`src/rtl/fbg_pkg.sv`:
```
package fbg_pkg;
  localparam int PRE_W  = 24;  // integer prescale width
  localparam int FRAC_W = 4;   // fraction width, sixteenths
  localparam int CFG_W  = 32;  // configuration word width
  localparam int M_LSB  = 24;  // lowest bit of the fraction field
  localparam int OVS    = 16;  // sample strobes per bit
endpackage

```
`src/rtl/fbg_frac_acc.sv`:
```
module fbg_frac_acc #(
  parameter int FRAC_W = fbg_pkg::FRAC_W
) (
  input  logic              clk_i,
  input  logic              clr_i,
  input  logic              step_i,
  input  logic [FRAC_W-1:0] frac_i,
  output logic              carry_o
);
  logic [FRAC_W-1:0] phase_q;

  function automatic logic [FRAC_W:0] frac_step(input logic [FRAC_W-1:0] ph,
                                                input logic [FRAC_W-1:0] m);
    return {1'b0, ph} + {1'b0, m};
  endfunction

  logic [FRAC_W:0] sum;
  assign sum     = frac_step(phase_q, frac_i);
  assign carry_o = sum[FRAC_W];

  always_ff @(posedge clk_i) begin
    if (clr_i)       phase_q <= '0;
    else if (step_i) phase_q <= sum[FRAC_W-1:0];
  end
endmodule

```
`src/rtl/fbg_period_ctr.sv`:
```
module fbg_period_ctr #(
  parameter int PRE_W = fbg_pkg::PRE_W
) (
  input  logic             clk_i,
  input  logic             clr_i,
  input  logic             run_i,
  input  logic [PRE_W-1:0] pre_i,
  input  logic             ext_i,
  output logic             load_o,
  output logic             tick_o
);
  localparam int CW = PRE_W + 1;

  logic [CW-1:0] remain_q;
  logic          active_q;

  function automatic logic [CW-1:0] period_last(input logic [PRE_W-1:0] p, input logic e);
    return {1'b0, p} + CW'(e);
  endfunction

  assign tick_o = active_q && (remain_q == '0);
  assign load_o = run_i && (!active_q || remain_q == '0);

  always_ff @(posedge clk_i) begin
    if (clr_i) begin
      remain_q <= '0;
      active_q <= 1'b0;
    end else if (load_o) begin
      remain_q <= period_last(pre_i, ext_i);
      active_q <= 1'b1;
    end else if (active_q) begin
      remain_q <= remain_q - 1'b1;
    end
  end
endmodule

```
`src/rtl/fbg_bit_div.sv`:
```
module fbg_bit_div #(
  parameter int OVS = fbg_pkg::OVS
) (
  input  logic clk_i,
  input  logic clr_i,
  input  logic samp_i,
  output logic bit_o
);
  localparam int W = $clog2(OVS);

  logic [W-1:0] seen_q;

  assign bit_o = samp_i && (seen_q == W'(OVS - 1));

  always_ff @(posedge clk_i) begin
    if (clr_i)       seen_q <= '0;
    else if (bit_o)  seen_q <= '0;
    else if (samp_i) seen_q <= seen_q + 1'b1;
  end
endmodule

```
`src/rtl/frac_baud_gen.sv`:
```
module frac_baud_gen #(
  parameter int PRE_W  = fbg_pkg::PRE_W,
  parameter int FRAC_W = fbg_pkg::FRAC_W,
  parameter int CFG_W  = fbg_pkg::CFG_W,
  parameter int M_LSB  = fbg_pkg::M_LSB,
  parameter int OVS    = fbg_pkg::OVS
) (
  input  logic             clk_i,
  input  logic             rst_i,
  input  logic             en_i,
  input  logic [CFG_W-1:0] cfg_i,
  output logic             samp_o,
  output logic             bit_o
);
  function automatic logic [PRE_W-1:0] cfg_pre(input logic [CFG_W-1:0] c);
    return c[PRE_W-1:0];
  endfunction

  function automatic logic [FRAC_W-1:0] cfg_frac(input logic [CFG_W-1:0] c);
    return c[M_LSB +: FRAC_W];
  endfunction

  // Spare high configuration bits are not decoded.
  logic cfg_unused;
  assign cfg_unused = ^cfg_i[CFG_W-1:M_LSB+FRAC_W];

  // Named internal events.
  logic run;
  logic clr;
  logic period_load;
  logic frac_carry;
  logic period_tick;
  logic bit_raw;

  assign run = en_i && !rst_i;
  assign clr = !run;

  fbg_frac_acc #(.FRAC_W(FRAC_W)) u_acc (
    .clk_i  (clk_i),
    .clr_i  (clr),
    .step_i (period_load),
    .frac_i (cfg_frac(cfg_i)),
    .carry_o(frac_carry)
  );

  fbg_period_ctr #(.PRE_W(PRE_W)) u_ctr (
    .clk_i (clk_i),
    .clr_i (clr),
    .run_i (run),
    .pre_i (cfg_pre(cfg_i)),
    .ext_i (frac_carry),
    .load_o(period_load),
    .tick_o(period_tick)
  );

  assign samp_o = period_tick && run;

  fbg_bit_div #(.OVS(OVS)) u_div (
    .clk_i (clk_i),
    .clr_i (clr),
    .samp_i(samp_o),
    .bit_o (bit_raw)
  );

  assign bit_o = bit_raw && run;
endmodule

```
`config.mk`:
```
export PLATFORM = sky130hd
export DESIGN_NAME = frac_baud_gen
export DESIGN_NICKNAME = d
export VERILOG_FILES = /design/src/rtl/fbg_pkg.sv /design/src/rtl/fbg_frac_acc.sv /design/src/rtl/fbg_period_ctr.sv /design/src/rtl/fbg_bit_div.sv /design/src/rtl/frac_baud_gen.sv
export SDC_FILE = /design/constraint.sdc
export NUM_CORES = 1
export LEC_CHECK = 0
export ABC_AREA = 1
export BUFFER_PORTS_ARGS = -buffer_cell sky130_fd_sc_hd__buf_2
export CAP_MARGIN = 25
export CORE_MARGIN = 5
export CORE_UTILIZATION = 50
export DETAILED_ROUTE_END_ITERATION = 6
export HOLD_SLACK_MARGIN = 0.12
export PLACE_DENSITY = 0.82
export SLEW_MARGIN = 40
export SYNTH_ARGS = -nofsm -noshare
export SYNTH_HDL_FRONTEND = slang
export SYNTH_SLANG_ARGS = --single-unit
```
`constraint.sdc`:
```
create_clock -name clk_i -period 3.3 [get_ports clk_i]
set_input_delay 0.495 -clock clk_i [delete_from_list [all_inputs] [get_ports clk_i]]
set_output_delay 0.495 -clock clk_i [all_outputs]
set_load 0.005 [all_outputs]
```
* Word level (Yosys, flattened, before mapping)
Index checks and enable logic that the tools add are counted.
** Cells by class
- Add/subtract/negate cells :: 4
- Eq/ne operators :: 1
- Mux-type cells :: 2
- Bitwise operators :: 1
- Reduce and logical (&&, ||, !) cells :: 12
** Operators by type and width (count)
- 2-to-1 mux 25 bit :: 2
- adder 24 x 1 -> 25 bit :: 1
- logical NOT 25 bit :: 1
- subtractor 25 x 1 -> 25 bit, second input constant :: 1
- logical AND 1 bit :: 6
- adder 4 x 4 -> 5 bit :: 1
- adder 4 x 1 -> 4 bit, second input constant :: 1
- equality test 4 bit, second input constant :: 1
- logical NOT 1 bit :: 2
- nonzero test 2 bit :: 1
- OR reduction 2 bit :: 1
- logical OR 1 bit :: 1
- inverter 1 bit :: 1
** Storage, ports and cells
- Register bits :: 34
- Input bits :: 35
- Output and inout port bits :: 2
- Word-level logic and storage cells :: 24

* Logic depth before layout (Yosys ltp)
- Depth in word-level cells :: 5
- Gate-level depth with buffers :: 16
- Gate-level depth less buffers :: 16

* Cells and area by module
Synthesis repeated with hierarchy kept, for this count alone.
** Second synthesis, totals
- Cell total of the unflattened synthesis :: 522
- Area, all modules :: 3045.4 um2
** By module, submodules not included
- fbg_period_ctr :: times used 1, cells each 450, area an instance 2533.7 um2, sequential area each 520.5 um2
- fbg_frac_acc :: times used 1, cells each 41, area an instance 292.8 um2, sequential area each 80.1 um2
- fbg_bit_div :: times used 1, cells each 24, area an instance 185.2 um2, sequential area each 80.1 um2
- frac_baud_gen :: times used 1, cells each 7, area an instance 33.8 um2, sequential area each 0.0 um2

* Least setup slack after synthesis
Ideal clock, no wire load.
- Kind :: input to register
- Start :: in cfg_i[24]
- End :: reg u_ctr.remain_q[16]
- Setup time :: 0.132 ns
- Arrival :: 2.571 ns
- Data required time :: 3.168 ns
- Path slack :: 0.597 ns
- Cell stages on the path :: 15
- Buffers on the path :: 0
- Cell sequence :: ha_1 -> inv_1 -> fa_1 -> o21ai_0 -> ha_1 -> ha_1 -> nand2_1 -> nor2_1 -> nand2_1 -> nor3_1 -> nand3_1 -> nand2_1 -> nand2_1 -> nand2_1 -> a21oi_1
** On the way
- Longest elaborated chain between the ends :: 3
** RTL lines
- start, declared :: line frac_baud_gen.sv:11 : input logic [CFG_W-1:0] cfg_i,
- adder 4 x 4 -> 5 bit :: line fbg_frac_acc.sv:14 : return {1'b0, ph} + {1'b0, m};
- adder 24 x 1 -> 25 bit :: line fbg_period_ctr.sv:18 : return {1'b0, p} + CW'(e);
- 2-to-1 mux 25 bit :: line fbg_period_ctr.sv:28 : end else if (load_o) begin
- end signal, assigned :: line fbg_period_ctr.sv:29 : remain_q <= period_last(pre_i, ext_i);
- end signal, assigned :: line fbg_period_ctr.sv:32 : remain_q <= remain_q - 1'b1;
- end, declared :: line fbg_period_ctr.sv:14 : logic [CW-1:0] remain_q;
No other way between the ends.
A chain may end at the register's enable or synchronous reset.

* Worst setup path after layout
- Start :: reg u_acc.phase_q[0]
- End :: reg u_ctr.remain_q[16]
** On the way
- Longest elaborated chain between the ends :: 3
** RTL lines
- start, declared :: line fbg_frac_acc.sv:10 : logic [FRAC_W-1:0] phase_q;
- start signal, assigned :: line fbg_frac_acc.sv:23 : else if (step_i) phase_q <= sum[FRAC_W-1:0];
- adder 4 x 4 -> 5 bit :: line fbg_frac_acc.sv:14
- adder 24 x 1 -> 25 bit :: line fbg_period_ctr.sv:18
- 2-to-1 mux 25 bit :: line fbg_period_ctr.sv:28
No other way between the ends.

==> run summary <==
Outcome: completed
RSZ-0062 raised after global routing: no
TNS Setup: 0 ns
Hpwl dp: 5080 µm
Setup CP Type: reg2reg
Compound-Gate Fraction of Synth Area: 9.95%
Dpl ws: 0.191 ns
Comb power frac: 34.3%
Final Cycle Share: 88.5%
Min-delay worst type: in2reg
# diodes: 0
Largest net degree at the start of global routing: 35
IO Port Bufs: 32
First-iteration detailed-routing DRC count: 239
Starting Density: 51.1%
Synth area leaders: dfxtp_1, nand2_1, nor2_1, xor2_1, inv_1
Clock root buffer: clkbuf_8
Reg clk slew, reported paths: 0.07 ns
Final Max Slew Viols: 0
Area Overhead vs Synth: 9.99%
Post-synthesis mux area share: 0%
Gate Count Post-Synth: 451
Initial antenna violation count: 0
Ys async rst share: 0%
Switching power of the nets: 416 µW
Total setup buffers inserted after CTS: 0
Drt wl/cell: 11.9 µm
DRC Markers: 0
Worst Path Required: 3.46 ns
Post-Synth XOR/XNOR Area: 10.7%
GR Util All Layers: 19.2%
Crit path DAT: 3.08 ns
Share of layout cells above drive strength 1: 12.7%
Internal power: 722 µW
IR drop worst, VDD: 198 µV
FP Rows: 27
Clk_skew: 0.00387 ns
Clock Tree Buf Depth: 2
Most common cell in the netlist: nand2_1
Die area: 7150 µm²
Largest family of logic cells by synthesized area: simple AND/OR/NAND/NOR gates
Die Ht: 84.6 µm
IO Count: 37
Switching share of power: 36.6%
Syn_nets: 496
Synth Area in Adders: 4.77%
Post-synth EDFFs: 0
Skew-Pair Late Insertion Delay: 0.28 ns
TritonCTS Buffers: 5
Synth Flop Type: dfxtp_1
Post-synthesis simple-gate area fraction: 41.0%
FMAX: 0.342 GHz
Cts repair resizes: 0
Synth unique cells: 28
Hold Slack: 0.475 ns
Clock power frac: 25.3%
Max Cap Viol: 0
Yosys top cell area share: 24.5%
Final Hold Viols: 0
Syn. warnings: 0
Final wirelength: 6620 µm
Routed Antenna Nets: 0
Vias in the first global route: 2590
Routability cong.: 0.911
Initial DRT Pass Iterations: 4
Synth area leader: dfxtp_1
Nets: 527
CP Capture Type: flop
H-tree depth: 2
Kind of start point of the critical path: flop
PwrDens: 372 nW/µm²
Placed inst area: 2980 µm²
Min cycle time layout: 2.92 ns
Die X: 84.6 µm
Commonest cells in the netlist: nand2_1, nor2_1, inv_1
Syn Area/Cell: 6.16 µm²
Yosys reg bits: 34
# hold bufs at CTS: 0
Maximum fanout along the worst path: 3
Via count: 2813
Slew @ Worst Pin: 0.430 ns
CTS tree: done
Sequential area share after synthesis: 24.5%
Synthesized cell area: 2780 µm²
Worst slew margin: 71.2%
Design area: 3060 µm²
Core Footprint: 5440 µm²
First-pass GRT wire length: 11500 µm
Register share of total power: 40.4%
Leak: 1.46 nW
Total grt overflow: 0
Clock sinks: 34
Via-to-Cell Ratio: 5.08
# setup viols final: 0
Fin worst setup slack: 0.380 ns
## layout make-up
cell class / count / area [µm²]
Fill cell: 532 / 2380
Sequential cell: 34 / 681
Clock buffer: 7 / 76.3
Tap cell: 72 / 90.1
Timing Repair Buffer: 35 / 183
Inverter: 48 / 183
Multi-Input combinational cell: 358 / 1850
## state kept, by name, summed over array words and instances (netlist names)
| signal | flops |
|---|---|
| u_ctr.remain_q | 25 |
| u_acc.phase_q | 4 |
| u_div.seen_q | 4 |
| u_ctr.active_q | 1 |
## cell usage in the layout (no fill, tap or decap), types with 3 or more instances in the layout
| cell | instances |
|---|---|
| a21oi_1 | 25 |
| buf_2 | 32 |
| buf_4 | 3 |
| clkbuf_8 | 5 |
| dfxtp_1 | 34 |
| ha_1 | 9 |
| inv_1 | 45 |
| nand2_1 | 129 |
| nand2_4 | 3 |
| nand3_1 | 33 |
| nand4_1 | 10 |
| nor2_1 | 66 |
| nor2_2 | 3 |
| nor2_4 | 4 |
| nor3_1 | 6 |
| o21ai_0 | 14 |
| o21ai_1 | 11 |
| xnor2_1 | 13 |
| xor2_1 | 21 |
## per-layer routing
layer	wire length, µm	global-route usage, %	vias to the layer above
met5	0	0	-
li1	-	-	1492
met3	355	2.36	9
met2	3070	32.9	76
met4	90	5.47	0
met1	3100	25.2	1236
## cell families after synthesis
group           Yosys count
compound gates           53
xor+xnor                 34
fa+ha+maj                10
buf+inv                  59
flops                    34
simple gates            261
## critical path, stage by stage (launching register included)
cell	delay, ns
dfxtp_1	0.34
ha_1	0.17
inv_1	0.06
fa_1	0.41
o21ai_0	0.31
ha_1	0.24
ha_1	0.20
nand2_1	0.09
nor2_1	0.16
nand2_1	0.13
nor3_1	0.32
nand3_1	0.12
nand2_1	0.09
nand2_1	0.05
nand2_1	0.07
a21oi_1	0.05
## through the flow
stage,utilization (%),cells,total power [mW]
after floorplan,-,451,0.763
after global placement,54.8,547,0.838
after detailed placement,54.8,547,0.849
after CTS,56.2,554,1.14
after global routing,56.2,554,1.22
final,56.2,554,1.14
## power by group through the flow
stage / Combinational [mW] / Clock [mW] / Sequential, mW
floorplan: 0.301 / 0 / 0.462
global placement: 0.372 / 0 / 0.466
detailed placement: 0.381 / 0 / 0.468
CTS: 0.386 / 0.293 / 0.459
global route: 0.447 / 0.314 / 0.463
finish: 0.390 / 0.288 / 0.460
## path summary, 6_finish.rpt
check | slack (ns) | to | start | depth (start not counted)
setup / recovery | 0.38 | u_ctr.remain_q[16] | u_acc.phase_q[0] | 15
setup reg to reg | 0.38 | u_ctr.remain_q[16] | u_acc.phase_q[0] | 15
hold / removal | 0.47 | u_ctr.active_q | rst_i | 2
hold reg to reg | 0.48 | u_div.seen_q[2] | u_div.seen_q[2] | 2
Power figures use the tool's default switching activity.
